<file path="src/rtl/seg_addr_unit.sv">
module seg_addr_unit #(
  parameter int SEG_W   = 16,
  parameter int OFF_W   = 16,
  parameter int SHIFT   = 4,
  parameter int NUM_SEG = 4,
  parameter int SEL_W   = $clog2(NUM_SEG),
  parameter int ADDR_W  = SEG_W + SHIFT + 1
) (
  input  logic              clk,
  input  logic              rst_n,
  input  logic              seg_we,
  input  logic [SEL_W-1:0]  seg_wsel,
  input  logic [SEG_W-1:0]  seg_wdata,
  input  logic              gate_we,
  input  logic              gate_wdata,
  input  logic              req_valid,
  input  logic [SEL_W-1:0]  req_sel,
  input  logic [OFF_W-1:0]  req_off,
  output logic              lin_valid,
  output logic [ADDR_W-1:0] lin_addr,
  output logic              lin_wrap
);
  localparam int TOP = ADDR_W - 1;

  logic [SEG_W-1:0] seg_q [NUM_SEG];
  logic             gate_q;

  for (genvar i = 0; i < NUM_SEG; i++) begin : g_seg
    always_ff @(posedge clk) begin
      if (!rst_n)
        seg_q[i] <= '0;
      else if (seg_we && seg_wsel == SEL_W'(i))
        seg_q[i] <= seg_wdata;
    end
  end

  always_ff @(posedge clk) begin
    if (!rst_n)       gate_q <= 1'b0;
    else if (gate_we) gate_q <= gate_wdata;
  end

  wire [ADDR_W-1:0] raw   = {1'b0, seg_q[req_sel], {SHIFT{1'b0}}}
                          + {{(ADDR_W-OFF_W){1'b0}}, req_off};
  wire [ADDR_W-1:0] gated = {raw[TOP] & gate_q, raw[TOP-1:0]};

  always_ff @(posedge clk) begin
    if (!rst_n) begin
      lin_valid <= 1'b0;
      lin_addr  <= '0;
      lin_wrap  <= 1'b0;
    end else begin
      lin_valid <= req_valid;
      if (req_valid) begin
        lin_addr <= gated;
        lin_wrap <= raw[TOP];
      end
    end
  end


  valid_follow_chk: assert property (@(posedge clk) disable iff (!rst_n)
    req_valid |=> lin_valid);

  valid_idle_chk: assert property (@(posedge clk) disable iff (!rst_n)
    !req_valid |=> !lin_valid);

  low_nibble_chk: assert property (@(posedge clk) disable iff (!rst_n)
    req_valid |=> lin_addr[SHIFT-1:0] == $past(req_off[SHIFT-1:0]));

  masked_top_chk: assert property (@(posedge clk) disable iff (!rst_n)
    (req_valid && !gate_q) |=> !lin_addr[TOP]);

  top_needs_wrap_chk: assert property (@(posedge clk) disable iff (!rst_n)
    lin_addr[TOP] |-> lin_wrap);

  hold_chk: assert property (@(posedge clk) disable iff (!rst_n)
    !req_valid |=> ($stable(lin_addr) && $stable(lin_wrap)));
endmodule

</file>
<file path="config.mk">
export PLATFORM = sky130hd
export DESIGN_NAME = seg_addr_unit
export DESIGN_NICKNAME = d
export VERILOG_FILES = /design/src/rtl/seg_addr_unit.sv
export SDC_FILE = /design/constraint.sdc
export NUM_CORES = 1
export LEC_CHECK = 0
export BUFFER_PORTS_ARGS = -buffer_cell sky130_fd_sc_hd__clkbuf_2
export CAP_MARGIN = 25
export CORE_AREA = 2 2 136 138
export CTS_CLUSTER_SIZE = 30
export DETAILED_ROUTE_END_ITERATION = 10
export DIE_AREA = 0 0 138 140
export SKIP_CTS_REPAIR_TIMING = 1
export SYNTH_ARGS = -nofsm -noshare
export SYNTH_HDL_FRONTEND = slang
export SYNTH_SLANG_ARGS = --single-unit
</file>
<file path="constraint.sdc">
create_clock -name clk -period 8.05 [get_ports clk]
set_input_delay 1.61 -clock clk [delete_from_list [all_inputs] [get_ports clk]]
set_output_delay 1.61 -clock clk [all_outputs]
set_load 0.005 [all_outputs]
</file>
==> results by group, run 1 <==
Critical path
  • CP required: 8280 ps
  • Slowest stage delay, CP: 650 ps
  • Worst-path maximum fanout: 16
  • Setup crit end kind: flop
  • Crit path cell chain: clkbuf_2 -> mux4_1 -> ha_1 -> fa_1 -> a21o_1 -> a311o_1 -> a2111oi_4 -> nor3_1 -> a32o_1
  • Critical path arrival: 4810 ps
  • CP Class: input port to flop
  • Slowest CP cell: mux4_1
  • Setup crit start kind: input port

Worst hold path
  • Hold Crit Class: flop to flop

STA
  • Final slew viol count: 0
  • Fin crit period: 4580 ps
  • Measured slew at the worst slew-check pin: 980 ps
  • Final Hold Viols: 0
  • Relative slew slack: 34.7%
  • Skew final: 11.9 ps
  • Unrepaired setup endpoints after global routing: no
  • FMAX: 0.218 GHz
  • Setup tns final: 0 ps
  • Final worst-path cycle share: 56.9%
  • Hold Slack: 483 ps
  • Final setup fails: 0

Clocking
  • CTS clk-pin slew, worst paths: 70 ps
  • CTS tree: yes
  • Clock sinks: 88
  • Clk_lat worst skew: 350 ps
  • CTS Buf Count: 9
  • Max Root-Sink Buffers: 2
  • Clock root buffer: clkbuf_16
  • H-Tree Level Count: 3

Floorplanning
  • Initial Util: 24.8%
  • Die area: 19300 um2
  • Die span in y: 140 um
  • I/O pins: 65
  • Die width: 138 um
  • Row count: 49
  • Floorplan Core Area: 17800 um2

Finish
  • Number of diodes: 0
  • P&R area growth vs syn: 20.8%
  • Most common cell after layout, fill and taps aside: and2_1
  • Share of cells above drive strength 1: 25.6%
  • Highest-count cells in the layout ignoring fill and taps: and2_1 (66), clkbuf_2 (64), edfxtp_1 (64)
  • # nets final: 472

Placed design
  • Final HPWL DP: 7550 um
  • RePlAce Congestion: 0.839
  • PortBufs: 64

Detailed routing
  • Routed WL: 10600 um
  • Pre-Repair DR Iteration Count: 4
  • Via density: 4.56
  • Vias after detailed routing: 2968
  • Mean routed wirelength per cell: 16.3 um
  • Detail Route Antenna Nets: 0
  • Initial DRC count: 200
  • DRC: 0

Synth
  • Top-area cell type share of the netlist area: 43.5%
  • Post-synth EDFFs: 64
  • Post-Syn Area: 4410 um2
  • Syn_nets: 408
  • Ranking of synthesized cells by area: edfxtp_1 (44%), dfxtp_1 (11%), and2_1 (9.4%)
  • Register bit total from synthesis: 88
  • Synth area leader: edfxtp_1
  • Netlist cell types: 53
  • Post-synthesis sequential area ratio: 54.4%
  • Asr flop ratio synth: 0%
  • Top_reg_cell synth: edfxtp_1
  • Gate Count Post-Synth: 353
  • Synth Area per Inst: 12.5 um2
  • Ys Warns: 0

Global route
  • Vias in the first global route: 3027
  • Total Routing Usage GR: 11.0%
  • Global-route wire length before repair: 16400 um
  • Grt total ovfl: 0
  • Largest net degree at the start of global routing: 36
  • Initial antenna violation count: 0

Outcome
  • Outcome: completed

Power and ir drop
  • Power density cells: 215 nW/um2
  • Lkg Pwr: 2.09 nW
  • Peak supply drop: 96.1 uV
  • Overall power: 0.00114 W

Flow run
  • Number of max-cap violations: 0
## final cells by class
class                   instances  area (um2)
clock buffers                   9         225
clock inverters                 7        66.3
fillers                      1826       12400
inverters                       6        22.5
multi-input cells             241        1920
flip-flops and latches         88        2400
well taps                     229         287
repair buffers                 71         407
## report_power, final
group,leakage (nW),internal [W],total [W],switching [W]
sequential,0.828,0.000523,0.000534,0.0000119
clock,0.145,0.000218,0.000416,0.000197
combinational,1.12,0.0000862,0.000195,0.000108
## final timing paths
kind,from,to,slack [ps],cells past startpoint
worst min register to register,lin_addr[6]$_SDFFE_PN0P_,lin_addr[6]$_SDFFE_PN0P_,480,1
worst min-delay path,lin_addr[6]$_SDFFE_PN0P_,lin_addr[6]$_SDFFE_PN0P_,480,1
worst max register to register,seg_q[1][0]$_SDFFCE_PN0P_,lin_addr[20]$_SDFFE_PN0P_,5000,8
worst max-delay path,req_sel[0],lin_addr[20]$_SDFFE_PN0P_,3470,9
## stage by stage
step	std cells	cell area, um2	setup WS (ps)	utilization (%)
floorplan	353	4410	3710	-
global placement	628	4960	3130	27.9
detailed placement	632	5000	3100	28.1
CTS	648	5290	3440	29.8
global route	651	5330	3290	30.0
finish	651	5330	3470	30.0
## per-layer routing
metal / track usage (%) / vias to the layer above / wire length, um
met2: 18.0 / 77 / 5080
met4: 3.17 / 0 / 65
met1: 13.8 / 1433 / 4690
met5: 0 / - / 0
li1: - / 1454 / -
met3: 3.86 / 4 / 807
## Yosys cell counts, types with 3 or more instances
cell,n
and2_1,66
edfxtp_1,64
dfxtp_1,24
nand2_1,15
o21ai_0,13
clkbuf_1,12
ha_1,12
mux4_2,12
nor2b_1,12
a21oi_1,11
nand3_1,11
mux2i_1,9
nor2_1,8
a21o_1,6
inv_1,6
a21boi_0,5
mux4_1,4
nor3_1,4
or4_1,4
and3_1,3
buf_2,3
nand4_1,3
o21a_1,3
o31ai_1,3
## worst max-delay path: cells and delay by family
kind | cells | cell delay [ps]
compound gates | 4 | 1260
mux | 1 | 650
fa+ha+maj | 2 | 640
buf+inv | 1 | 490
simple gates | 1 | 150
## registers in the layout, indices dropped and copies added (netlist names)
| signal | count |
|---|---|
| gate_q | 1 |
| lin_addr | 21 |
| lin_wrap | 1 |
| seg_q | 64 |
| lin_valid | 1 |
## kinds of logic after synthesis
logic type	synth area share (%)
compound gates	10.2
xor+xnor	0.595
fa+ha+maj	3.85
buf+inv	2.32
flops	54.4
mux	10.5
simple gates	18.0
No activity file was read; power rests on OpenSTA's default activity.
==> run 2: changes to the inputs <==
==> constraint.sdc (replaced) <==
create_clock -name clk -period 4.1 [get_ports clk]
set_input_delay 0.82 -clock clk [delete_from_list [all_inputs] [get_ports clk]]
set_output_delay 0.82 -clock clk [all_outputs]
set_load 0.005 [all_outputs]
==> run 2 against run 1 <==
  * Utilization hardly changed
  * Count of clock-buffer cells in the layout is 2 higher
  * Clock skew shrank 6.0 ps
  * Hold slack improved by 6.6 ps
  * Critical path type unchanged
  * Highest routed layer unchanged
  * Via count about the same
==> results by group, run 2 (synthesized netlist as in run 1, its figures left out) <==
Detailed routing
  • Via density: 4.54 (was 4.56)
  • Pre-Repair DR Iteration Count: 4 (unchanged)
  • Initial DRC count: 226 (was 200)
  • Vias after detailed routing: 2966 (was 2968)
  • DRC: 0 (unchanged)
  • Detail Route Antenna Nets: 0 (unchanged)
  • Mean routed wirelength per cell: 16.4 um (was 16.3 um)
  • Routed WL: 10700 um (was 10600 um)

Critical path
  • Setup crit end kind: flop (unchanged)
  • Crit path cell chain: clkbuf_2 -> mux4_1 -> ha_1 -> fa_1 -> a21o_1 -> a311o_1 -> a2111oi_4 -> nor4_1 -> a221o_1 (was clkbuf_2 -> mux4_1 -> ha_1 -> fa_1 -> a21o_1 -> a311o_1 -> a2111oi_4 -> nor3_1 -> a32o_1)
  • FF-to-FF setup slack: 960 ps (was 5000 ps)
  • Slowest CP cell: mux4_1 (unchanged)
  • CP Launch Point: req_sel[0] (unchanged)
  • Slowest stage delay, CP: 630 ps (was 650 ps)
  • Worst reg2reg path startpoint: seg_q[1][0]$_SDFFCE_PN0P_ (unchanged)
  • Critical path arrival: 3660 ps (was 4810 ps)
  • Worst-path maximum fanout: 5 (was 16)
  • Setup crit start kind: input port (unchanged)
  • CP Class: input port to flop (unchanged)
  • CP required: 4320 ps (was 8280 ps)

Floorplanning
  • Die area: 19300 um2 (unchanged)
  • Die span in y: 140 um (unchanged)
  • Die width: 138 um (unchanged)
  • Initial Util: 24.8% (unchanged)
  • Row count: 49 (unchanged)
  • Floorplan Core Area: 17800 um2 (unchanged)
  • I/O pins: 65 (unchanged)

Clocking
  • Clk_lat worst skew: 340 ps (was 350 ps)
  • Clock root buffer: clkbuf_16 (unchanged)
  • CTS tree: yes (unchanged)
  • Max Root-Sink Buffers: 2 (unchanged)
  • Clock sinks: 88 (unchanged)
  • CTS clk-pin slew, worst paths: 60 ps (was 70 ps)
  • CTS Buf Count: 9 (unchanged)
  • H-Tree Level Count: 3 (unchanged)

STA
  • Final setup fails: 0 (unchanged)
  • Skew final: 5.94 ps (was 11.9 ps)
  • Final slew viol count: 0 (unchanged)
  • Unrepaired setup endpoints after global routing: no (unchanged)
  • Setup tns final: 0 ps (unchanged)
  • FMAX: 0.291 GHz
  • Measured slew at the worst slew-check pin: 986 ps (was 980 ps)
  • Final worst-path cycle share: 83.9%
  • Final Hold Viols: 0 (unchanged)
  • Relative slew slack: 34.3% (was 34.7%)
  • Fin crit period: 3440 ps

Finish
  • Most common cell after layout, fill and taps aside: and2_1 (unchanged)
  • Area occupied by registers: 2400 um2 (unchanged)
  • Fin util: 30.0% (about the same)
  • Number of diodes: 0 (unchanged)
  • Top Registers: seg_q: 64 flops, lin_addr: 21 flops (unchanged)
  • # nets final: 474 (was 472)
  • Biggest register: seg_q (unchanged)
  • Share of cells above drive strength 1: 25.5% (was 25.6%)
  • Number of flip-flops in the largest register: 64 (unchanged)
  • Final instance area: 5330 um2 (about the same)
  • Fillcell total: 1826 (unchanged)
  • P&R area growth vs syn: 20.8% (about the same)
  • Multi-input logic area: 1920 um2 (unchanged)
  • Highest-count cells in the layout ignoring fill and taps: and2_1 (66), clkbuf_2 (64), edfxtp_1 (64) (unchanged)

Power and ir drop
  • Overall power: 0.00221 W (was 0.00114 W)
  • Lkg Pwr: 2.09 nW (about the same)
  • Peak supply drop: 215 uV (was 96.1 uV)
  • Power density cells: 414 nW/um2 (was 215 nW/um2)

Global route
  • Largest net degree at the start of global routing: 36 (unchanged)
  • Grt total ovfl: 0 (unchanged)
  • Initial antenna violation count: 0 (unchanged)
  • Global-route wire length before repair: 17000 um (was 16400 um)
  • Vias in the first global route: 3054 (was 3027)
  • Total Routing Usage GR: 11.4% (was 11.0%)

Placed design
  • DP Area: 5010 um2 (was 5000 um2)
  • PortBufs: 64 (unchanged)
  • Final HPWL DP: 7330 um (was 7550 um)
  • RePlAce Congestion: 0.866 (was 0.839)

Flow run
  • Number of max-cap violations: 0 (unchanged)

Outcome
  • Outcome: completed (unchanged)

Worst hold path
  • Hold Crit Class: flop to flop (unchanged)
  • Critical hold path startpoint: lin_addr[6]$_SDFFE_PN0P_ (unchanged)
==> run 2: per-stage QoR <==
step                      worst slack (ps)  hold slack, ps  std cells
final                                  662             490        653
after global routing                   541             514        653
after CTS                              674             490        650
after detailed placement               328             481        634
after global placement                 356             470        634
after floorplan                        548             466        353
==> run 2: layout make-up <==
type	count	area share [%]
clock buffer	11	4.36
clock inverter	5	0.774
inverter	6	0.422
multi-input combinational	241	36.1
sequential	88	45.0
tap	229	5.37
timing repair buffer	73	7.93
==> run 2: report_power, final <==
group	switching (W)	internal, W
clock network	0.000350	0.000415
registers	0.0000229	0.00103
logic	0.000219	0.000172
==> run 2: path summary, 6_finish.rpt <==
| check | cells past startpoint | endpoint |
|---|---|---|
| max | 9 | lin_addr[16]$_SDFFE_PN0P_ |
| max reg2reg | 8 | lin_addr[16]$_SDFFE_PN0P_ |
| min reg2reg | 1 | lin_addr[6]$_SDFFE_PN0P_ |
| min | 1 | lin_addr[6]$_SDFFE_PN0P_ |
==> run 2: critical path, delay by kind of cell <==
kind | cells | cell delay (ps)
simple gates | 1 | 100
buf+inv | 1 | 120
compound gates | 4 | 1320
mux | 1 | 630
fa+ha+maj | 2 | 680
==> run 2: per-layer routing <==
layer	routed length, um	up-vias	global-route usage (%)
li1	-	1453	-
met1	4980	1424	14.9
met2	5100	79	18.7
met3	506	10	3.15
met4	106	0	2.90
met5	0	-	0
